$ cat src/rtl/secret_vault_pkg.sv
package secret_vault_pkg;
  parameter int unsigned VaultWords = 8;
  localparam int unsigned VaultIdxW = $clog2(VaultWords);

  typedef struct packed {
    logic                 load;     // a response is owed next cycle
    logic                 grant;    // secret word may be returned
    logic [VaultIdxW-1:0] idx;      // which secret word
    logic                 modeRd;   // mode-control read
    logic                 modeOnes; // current mode value for that read
  } vault_strobe_t;
endpackage

$ cat src/rtl/secret_vault_ctrl.sv
module secret_vault_ctrl
  import secret_vault_pkg::*;
#(
  parameter int unsigned ADDR_W      = 6,
  parameter int unsigned SECRET_BASE = 8,
  parameter int unsigned MODE_ADDR   = 16
) (
  input  logic              clk,
  input  logic              rstN,
  input  logic              reqValid,
  input  logic              reqWrite,
  input  logic [ADDR_W-1:0] reqAddr,
  output vault_strobe_t     strobe,
  output logic              appMode
);
  localparam logic [ADDR_W-1:0] BaseA = ADDR_W'(SECRET_BASE);
  localparam logic [ADDR_W-1:0] LastA = ADDR_W'(SECRET_BASE + VaultWords - 1);
  localparam logic [ADDR_W-1:0] ModeA = ADDR_W'(MODE_ADDR);

  logic [VaultWords-1:0] usedFlags;
  logic                  inRange;
  logic [ADDR_W-1:0]     offset;
  logic [VaultIdxW-1:0]  wordIdx;
  logic                  grantNow;
  logic                  modeWrite;

  always_comb begin
    inRange   = (reqAddr >= BaseA) && (reqAddr <= LastA);
    offset    = reqAddr - BaseA;
    wordIdx   = offset[VaultIdxW-1:0];
    grantNow  = reqValid && !reqWrite && inRange && !appMode && !usedFlags[wordIdx];
    modeWrite = reqValid && reqWrite && (reqAddr == ModeA) && !appMode;

    strobe.load     = reqValid;
    strobe.grant    = grantNow;
    strobe.idx      = wordIdx;
    strobe.modeRd   = reqValid && !reqWrite && (reqAddr == ModeA);
    strobe.modeOnes = appMode;
  end

  // One-way mode flag: firmware (0) to application (1)
  always_ff @(posedge clk or negedge rstN) begin
    if (!rstN)          appMode <= 1'b0;
    else if (modeWrite) appMode <= 1'b1;
  end

  // Per-word sticky consumed flags
  always_ff @(posedge clk or negedge rstN) begin
    if (!rstN)         usedFlags <= '0;
    else if (grantNow) usedFlags[wordIdx] <= 1'b1;
  end

  assert_mode_sticky_R7: assert property (@(posedge clk) disable iff (!rstN)
    appMode |=> appMode);

  assert_mode_set_R4: assert property (@(posedge clk) disable iff (!rstN)
    (reqValid && reqWrite && reqAddr == ModeA) |=> appMode);

  assert_flags_sticky_R3: assert property (@(posedge clk) disable iff (!rstN)
    1'b1 |=> (($past(usedFlags) & ~usedFlags) == '0));

  assert_no_grant_app_R6: assert property (@(posedge clk) disable iff (!rstN)
    appMode |-> !strobe.grant);
endmodule

$ cat src/rtl/secret_vault_dp.sv
module secret_vault_dp
  import secret_vault_pkg::*;
#(
  parameter int unsigned WORD_W = 32
) (
  input  logic                       clk,
  input  logic                       rstN,
  input  logic [VaultWords*WORD_W-1:0] secretWords,
  input  vault_strobe_t              strobe,
  output logic                       respValid,
  output logic [WORD_W-1:0]          respRdata
);
  logic [WORD_W-1:0] wordArr [VaultWords];
  logic [WORD_W-1:0] nextData;

  for (genvar g = 0; g < VaultWords; g++) begin : g_split
    assign wordArr[g] = secretWords[g*WORD_W +: WORD_W];
  end

  always_comb begin
    if (strobe.grant)       nextData = wordArr[strobe.idx];
    else if (strobe.modeRd) nextData = {WORD_W{strobe.modeOnes}};
    else                    nextData = '0;
  end

  always_ff @(posedge clk or negedge rstN) begin
    if (!rstN) begin
      respValid <= 1'b0;
      respRdata <= '0;
    end else begin
      respValid <= strobe.load;
      respRdata <= nextData;
    end
  end

  assert_resp_follows_R8: assert property (@(posedge clk) disable iff (!rstN)
    strobe.load |=> respValid);

  assert_no_spurious_R8: assert property (@(posedge clk) disable iff (!rstN)
    !strobe.load |=> !respValid);
endmodule

$ cat src/rtl/secret_vault.sv
module secret_vault
  import secret_vault_pkg::*;
#(
  parameter int unsigned WORD_W      = 32,
  parameter int unsigned ADDR_W      = 6,
  parameter int unsigned SECRET_BASE = 8,
  parameter int unsigned MODE_ADDR   = 16
) (
  input  logic                         clk,
  input  logic                         rstN,
  input  logic [VaultWords*WORD_W-1:0] secretWords,
  input  logic                         reqValid,
  input  logic                         reqWrite,
  input  logic [ADDR_W-1:0]            reqAddr,
  output logic                         respValid,
  output logic [WORD_W-1:0]            respRdata,
  output logic                         systemMode
);
  localparam logic [ADDR_W-1:0] BaseA = ADDR_W'(SECRET_BASE);
  localparam logic [ADDR_W-1:0] LastA = ADDR_W'(SECRET_BASE + VaultWords - 1);
  localparam logic [ADDR_W-1:0] ModeA = ADDR_W'(MODE_ADDR);

  vault_strobe_t strobe;
  logic          appMode;

  secret_vault_ctrl #(
    .ADDR_W(ADDR_W), .SECRET_BASE(SECRET_BASE), .MODE_ADDR(MODE_ADDR)
  ) u_ctrl (
    .clk(clk), .rstN(rstN), .reqValid(reqValid), .reqWrite(reqWrite),
    .reqAddr(reqAddr), .strobe(strobe), .appMode(appMode)
  );

  secret_vault_dp #(.WORD_W(WORD_W)) u_dp (
    .clk(clk), .rstN(rstN), .secretWords(secretWords), .strobe(strobe),
    .respValid(respValid), .respRdata(respRdata)
  );

  assign systemMode = appMode;

  assert_hidden_in_app_R6: assert property (@(posedge clk) disable iff (!rstN)
    (reqValid && !reqWrite && reqAddr >= BaseA && reqAddr <= LastA && systemMode)
    |=> respRdata == '0);

  assert_mode_read_R5: assert property (@(posedge clk) disable iff (!rstN)
    (reqValid && !reqWrite && reqAddr == ModeA) |=> respRdata == {WORD_W{systemMode}});

  assert_write_zero_R8: assert property (@(posedge clk) disable iff (!rstN)
    (reqValid && reqWrite) |=> respRdata == '0);
endmodule

$ cat config.mk
export PLATFORM = sky130hd
export DESIGN_NAME = secret_vault
export DESIGN_NICKNAME = d
export VERILOG_FILES = /design/src/rtl/secret_vault_pkg.sv /design/src/rtl/secret_vault_ctrl.sv /design/src/rtl/secret_vault_dp.sv /design/src/rtl/secret_vault.sv
export SDC_FILE = /design/constraint.sdc
export NUM_CORES = 1
export LEC_CHECK = 0
export ABC_CLOCK_PERIOD_IN_PS = 3100
export BUFFER_PORTS_ARGS = -buffer_cell sky130_fd_sc_hd__buf_4
export CAP_MARGIN = 20
export CORE_AREA = 2 2 117 119
export CTS_CLUSTER_SIZE = 10
export DETAILED_ROUTE_END_ITERATION = 16
export DIE_AREA = 0 0 119 121
export GPL_TIMING_DRIVEN = 0
export REMOVE_ABC_BUFFERS = 1
export SYNTH_ARGS = -nofsm -noshare
export SYNTH_HDL_FRONTEND = slang
export SYNTH_SLANG_ARGS = --single-unit
export TNS_END_PERCENT = 10
$ cat constraint.sdc
create_clock -name clk -period 3.1 [get_ports clk]
set_input_delay 0.155 -clock clk [delete_from_list [all_inputs] [get_ports clk]]
set_output_delay 0.155 -clock clk [all_outputs]
set_load 0.01 [all_outputs]
==> results.json, run 1 <==
{
  "clk_latency_ps": 280,
  "postRouteWirelength_um": 14500,
  "whs_ps": 130,
  "ys.flop_type": "dfrtp_1",
  "crit_fanout": 17,
  "path_class": "primary input to flip-flop",
  "met3_length_um": 903,
  "core_mm2": 0.0131,
  "final_max_slew_viol_count": 0,
  "synth_edf_count": 0,
  "grt_pass1_wl_um": 21900,
  "power.total_w": 0.00160,
  "holdCritPathClass": "primary input to flip-flop",
  "wl_met2_um": 7750,
  "synth_common_cells": "124 x a22oi_1, 42 x dfrtp_1, 33 x o21ai_0",
  "cp.arrival_ps": 2700,
  "place_hpwl_um": 11100,
  "post-synth-top-count-cell": "a22oi_1",
  "fp.dieW_um": 119,
  "overflow": 0,
  "rows": 42,
  "finClkSkew_ps": 4.46,
  "ir_drop_v": 0.000179,
  "io_pins": 300,
  "cts_tree": "done",
  "netlist.area_leader.share_pct": 35.3,
  "cap_violations": 0,
  "yosysTopAreaCell": "dfrtp_1",
  "post-route-min-period_ps": 2500,
  "vias_per_cell": 5.21,
  "dieArea_mm2": 0.0144,
  "wl_met1_um": 5650,
  "worst-r2r-cell-count": 6,
  "drt_iter0_drc": 175,
  "num_vias": 3995,
  "track_usage_pct": 19.2,
  "synth_warnings": 0,
  "num_antenna_cells": 0,
  "tightest_slew_ps": 1040,
  "area_delta_synth_final_pct": 88.7,
  "wire_per_inst_um": 18.9,
  "setup-violations-final": 0,
  "p_leak_nw": 2.60,
  "r2r-end": "u_ctrl.usedFlags[0]$_DFFE_PN0P_",
  "cts_root_buf": "clkbuf_16",
  "holdPathEnd": "u_ctrl.appMode$_DFFE_PN0P_",
  "grt_max_degree": 43,
  "finalCritPeriodShare_pct": 80.7,
  "cp-start-kind": "primary input",
  "ant_nets": 0,
  "h-tree-depth": 2,
  "port_buffers": 299,
  "ff2ff_setup_slack_ps": 1080,
  "numCtsBuffers": 5,
  "gp_congestion": 0.786,
  "rr_startpoint": "u_ctrl.appMode$_DFFE_PN0P_",
  "top_layer_used": "met4",
  "max_freq_mhz": 400,
  "place_inst": 757,
  "ys_types": 30,
  "fin_setup_tns_ps": 0,
  "drtPass1Iterations": 5,
  "drive_above_1_share_pct": 55.2,
  "synth_cells": 313,
  "relSlewSlack_pct": 30.7,
  "synth_seq_cells": 42,
  "avgSynthCellArea_um2": 9.51,
  "async_flop_share_pct": 100,
  "power_density_mw_per_mm2": 284,
  "grt_pass1_vias": 4270,
  "cts.sinks": 42,
  "status": "completed",
  "path_clk_slew_ps": 70,
  "hold_path_startpoint": "reqWrite",
  "final_cell_count_no_fill": 767,
  "seq_area_frac_synth_pct": 35.3,
  "grt_antenna_before_repair": 0,
  "clock_path_buffers": 2,
  "start_util_pct": 22.7,
  "crit_required_ps": 3300,
  "final_hold_viol_count": 0,
  "layout.nets": 856,
  "rsz0062_at_grt": "false",
  "synth_area_leaders": "dfrtp_1 35%, a22oi_1 31%, and4_1 9.1%, o21ai_0 5.6%, buf_2 3.2%",
  "drcViolationCount": 0,
  "holdPathStages": 2,
  "syn_area_mm2": 0.00298,
  "die_y_um": 121,
  "crit_path_end_kind": "flip-flop"
}
-- final cells by class --
| class | count | area (um^2) |
|---|---|---|
| clock buffer | 5 | 125 |
| sequential | 42 | 1050 |
| fill | 1251 | 7470 |
| tap | 176 | 220 |
| multi-input combinational | 225 | 1720 |
| clock inverter | 3 | 21.3 |
| timing repair buffer | 309 | 2450 |
| inverter | 7 | 26.3 |
-- how the worst max path moves through the flow --
| stage | slack (ps) | startpoint | to |
|---|---|---|---|
| floorplan | 790 | u_ctrl.appMode$_DFFE_PN0P_ | u_ctrl.usedFlags[0]$_DFFE_PN0P_ |
| global placement | -1150 | reqAddr[0] | u_dp.respRdata[19]$_DFF_PN0_ |
| detailed placement | 270 | reqAddr[0] | u_dp.respRdata[4]$_DFF_PN0_ |
| global route | 400 | reqAddr[0] | u_dp.respRdata[31]$_DFF_PN0_ |
| finish | 600 | reqAddr[0] | u_dp.respRdata[4]$_DFF_PN0_ |
| CTS | 560 | reqAddr[0] | u_dp.respRdata[16]$_DFF_PN0_ |
-- per-layer routing --
layer	GRT usage, %	up-vias
met4	5.80	0
met1	21.3	1929
li1	-	1847
met3	4.04	17
met5	0	-
met2	36.4	202
-- layout by cell type, fill, tap and decap left out, types with 2 or more instances in the layout --
master	synthesis	routed
a22oi_1	124	124
nand3_1	2	2
clkbuf_16	0	5
inv_1	7	7
nor3b_4	1	3
nand2_1	3	3
buf_8	0	3
buf_4	3	299
and3b_2	0	3
nand2b_1	2	2
o21ai_0	33	33
mux2i_1	5	5
dfrtp_1	42	42
dlygate4sd3_1	0	2
and4_1	31	31
o21bai_1	7	7
buf_16	0	5
-- power breakdown --
group / switching, W / internal, W / leakage [nW] / total, W
logic: 0.000180 / 0.000321 / 1.96 / 0.000501
clock network: 0.000223 / 0.000298 / 0.0698 / 0.000521
registers: 0.00000897 / 0.000566 / 0.573 / 0.000575
total: 0.000412 / 0.00118 / 2.60 / 0.00160
-- critical path, stage by stage --
cell and delay (ps):
buf_4 180, nor3_4 810, buf_16 230, and4bb_2 250
nand4b_1 580, buf_8 390, o21ai_0 90
-- per-stage QoR --
stage,utilization [%],instance area [um^2],setup slack [ps]
2_1_floorplan,-,2780,787
3_3_place_gp,40.1,5250,-1150
3_5_place_dp,41.6,5450,270
4_1_cts,42.9,5610,559
5_1_grt,42.9,5610,403
6_report,42.9,5610,597
-- flip-flops by register name (all words and copies together), names as in the netlist --
signal	cells
u_ctrl.usedFlags	8
u_dp.respRdata	32
u_dp.respValid	1
u_ctrl.appMode	1
-- kinds of logic after synthesis --
logic type / after synthesis / share of synthesized area [%]
muxes: 6 / 2.44
buffers and inverters: 46 / 7.32
DFF: 42 / 35.3
AOI/OAI and AO/OA: 168 / 40.0
and+or+nand+nor: 51 / 14.9
-- repair_timing --
item | 4_1_cts | 5_1_grt
hold buffers | 2 | 0
buffers inserted | 0 | 0
resized for setup | 0 | 0
hold endpoints to repair | 43 | 0
(Power assumes the default switching activity.)
==> run 2, diff against run 1 <==
Settings changed: ABC_CLOCK_PERIOD_IN_PS 3100 to 2170.
Clock period 3.1 ns to 2.17 ns, I/O delays scaled along.
==> run 2 against run 1 <==
Core utilization is 0.057 points higher. Power increased by 43%. Clock skew up 0.86 ps. Sequential share of layout area hardly changed. Clock power is 44% higher. First-iteration DRC count is 14% lower. Die area unchanged. Cell count increased by 0.13%. Sequential cell count unchanged. Setup slack worse by 460 ps. Sequential power grew 43%. Critical path type unchanged. Largest power group unchanged.
==> results.json, run 2 (synthesized netlist as in run 1, its figures left out) <==
{
  "fin_util_pct": 43.0,
  "layout_common_cells": "300 x buf_4, 124 x a22oi_1, 42 x dfrtp_1, 33 x o21ai_0, 31 x and4_1",
  "core_mm2": 0.0131,
  "grt_pass1_wl_um": 21900,
  "crit_path_start": "reqValid",
  "crit_top_cell": "buf_8",
  "r2r-end": "u_ctrl.usedFlags[0]$_DFFE_PN0P_",
  "seqCellArea_mm2": 0.00105,
  "cp.depth": 8,
  "grt_antenna_before_repair": 0,
  "status": "completed",
  "finClkSkew_ps": 5.32,
  "multi_input_area_mm2": 0.00172,
  "drcViolationCount": 0,
  "numCtsBuffers": 5,
  "ant_nets": 0,
  "regMostFlops": "u_dp.respRdata",
  "ctsResizeCount": 0,
  "final_common_cell": "buf_4",
  "power_density_mw_per_mm2": 407,
  "worst-r2r-cell-count": 6,
  "post-route-min-period_ps": 2040,
  "worstPathCellList": "dlygate4sd3_1 -> buf_4 -> or4b_1 -> nor3b_1 -> nand4_1 -> buf_8 -> buf_8 -> o41ai_2",
  "dieArea_mm2": 0.0144,
  "grt_pass1_vias": 4269,
  "relSlewSlack_pct": 32.7,
  "layout.nets": 857,
  "num_vias": 4032,
  "top_regs": "u_dp.respRdata: 32 flops, u_ctrl.usedFlags: 8 flops",
  "cp-start-kind": "primary input",
  "power.total_w": 0.00229,
  "crit_slowest_cell": "dlygate4sd3_1",
  "holdCritPathClass": "primary input to flip-flop",
  "cts_root_buf": "clkbuf_16",
  "clk_latency_ps": 280,
  "final_area_mm2": 0.00562,
  "crit_path_end": "u_ctrl.usedFlags[0]$_DFFE_PN0P_",
  "max_stage_delay_ps": 530,
  "drtPass1Iterations": 5,
  "postPlaceCellArea_mm2": 0.00545,
  "path_delay_family": "buffers and inverters",
  "max_freq_mhz": 491,
  "setup-violations-final": 0,
  "ir_drop_v": 0.000258,
  "start_util_pct": 22.7,
  "p_leak_nw": 2.60,
  "final_hold_viol_count": 0,
  "drive_above_1_share_pct": 55.2,
  "crit_path_end_kind": "flip-flop",
  "fin_setup_tns_ps": 0,
  "grt_max_degree": 43,
  "overflow": 0,
  "num_antenna_cells": 0,
  "final_cell_count_no_fill": 768,
  "rsz0062_at_grt": "false",
  "gp_congestion": 0.786,
  "path_class": "primary input to flip-flop",
  "track_usage_pct": 19.2,
  "largest_reg_flops": 32,
  "wire_per_inst_um": 18.9,
  "rows": 42,
  "io_pins": 300,
  "cp.arrival_ps": 2220,
  "area_delta_synth_final_pct": 88.9,
  "place_inst": 757,
  "drt_iter0_drc": 151,
  "cap_violations": 0,
  "crit_required_ps": 2350,
  "fp.dieW_um": 119,
  "tightest_slew_ps": 1010,
  "place_hpwl_um": 11100,
  "cts.sinks": 42,
  "port_buffers": 299,
  "num-fill-cells": 1252,
  "finalCritPeriodShare_pct": 93.9,
  "final_max_slew_viol_count": 0,
  "postRouteWirelength_um": 14500,
  "crit_fanout": 20,
  "rr_startpoint": "u_ctrl.appMode$_DFFE_PN0P_",
  "path_buf_inv": 4,
  "cts_tree": "done",
  "clock_path_buffers": 2,
  "h-tree-depth": 2,
  "path_clk_slew_ps": 70,
  "ff2ff_setup_slack_ps": 160,
  "vias_per_cell": 5.25,
  "die_y_um": 121
}
-- run 2: worst min-delay path by stage --
stage / cells past startpoint / start / endpoint
floorplan: 0 / rstN / u_ctrl.appMode$_DFFE_PN0P_
global placement: 1 / rstN / u_dp.respRdata[7]$_DFF_PN0_
detailed placement: 1 / rstN / u_dp.respRdata[7]$_DFF_PN0_
CTS: 2 / reqWrite / u_ctrl.appMode$_DFFE_PN0P_
global route: 2 / reqWrite / u_ctrl.appMode$_DFFE_PN0P_
finish: 2 / reqWrite / u_ctrl.appMode$_DFFE_PN0P_
-- run 2: power by group --
part           internal [W]  switching, W
Clock              0.000426      0.000322
Combinational      0.000459      0.000258
Sequential         0.000808     0.0000125
Total               0.00169      0.000593
-- run 2: layout make-up --
| cell class | instances | share of cell area [%] |
|---|---|---|
| repair buffers | 310 | 43.7 |
| multi-input cells | 225 | 30.6 |
| flip-flops and latches | 42 | 18.7 |
| well taps | 176 | 3.92 |
| clock buffers | 5 | 2.23 |
| inverters | 7 | 0.467 |
| clock inverters | 3 | 0.378 |
-- run 2: stage by stage --
step / setup slack (ps) / hold slack (ps)
after floorplan: -143 / -187
after global placement: -2030 / 144
after detailed placement: -614 / 154
after CTS: 100 / 76.3
after global routing: 5.16 / 83.9
final: 133 / 84.6
-- run 2: worst reg2reg max path, stage by stage, from the launching register on --
cell and delay [ps]:
dfrtp_1 400, or4b_1 470, nor3b_1 230, nand4_1 220, buf_8 220, buf_8 160, o41ai_2 200
-- run 2: layer usage --
layer	vias up	GRT usage, %	part of all wire (%)
met4	0	5.58	1.5
met2	214	36.5	53
met1	1954	21.3	39
li1	1845	-	-
met3	19	4.04	6.4
met5	-	0	0
-- run 2: timing repair --
action / 4_1_cts / 5_1_grt
pin swaps: 1 / 1
hold buffers: 2 / 0
endpoints found under the setup margin: 32 / 1
hold endpoints to repair: 43 / 0
buffers inserted: 1 / 0
cloned: 0 / 0
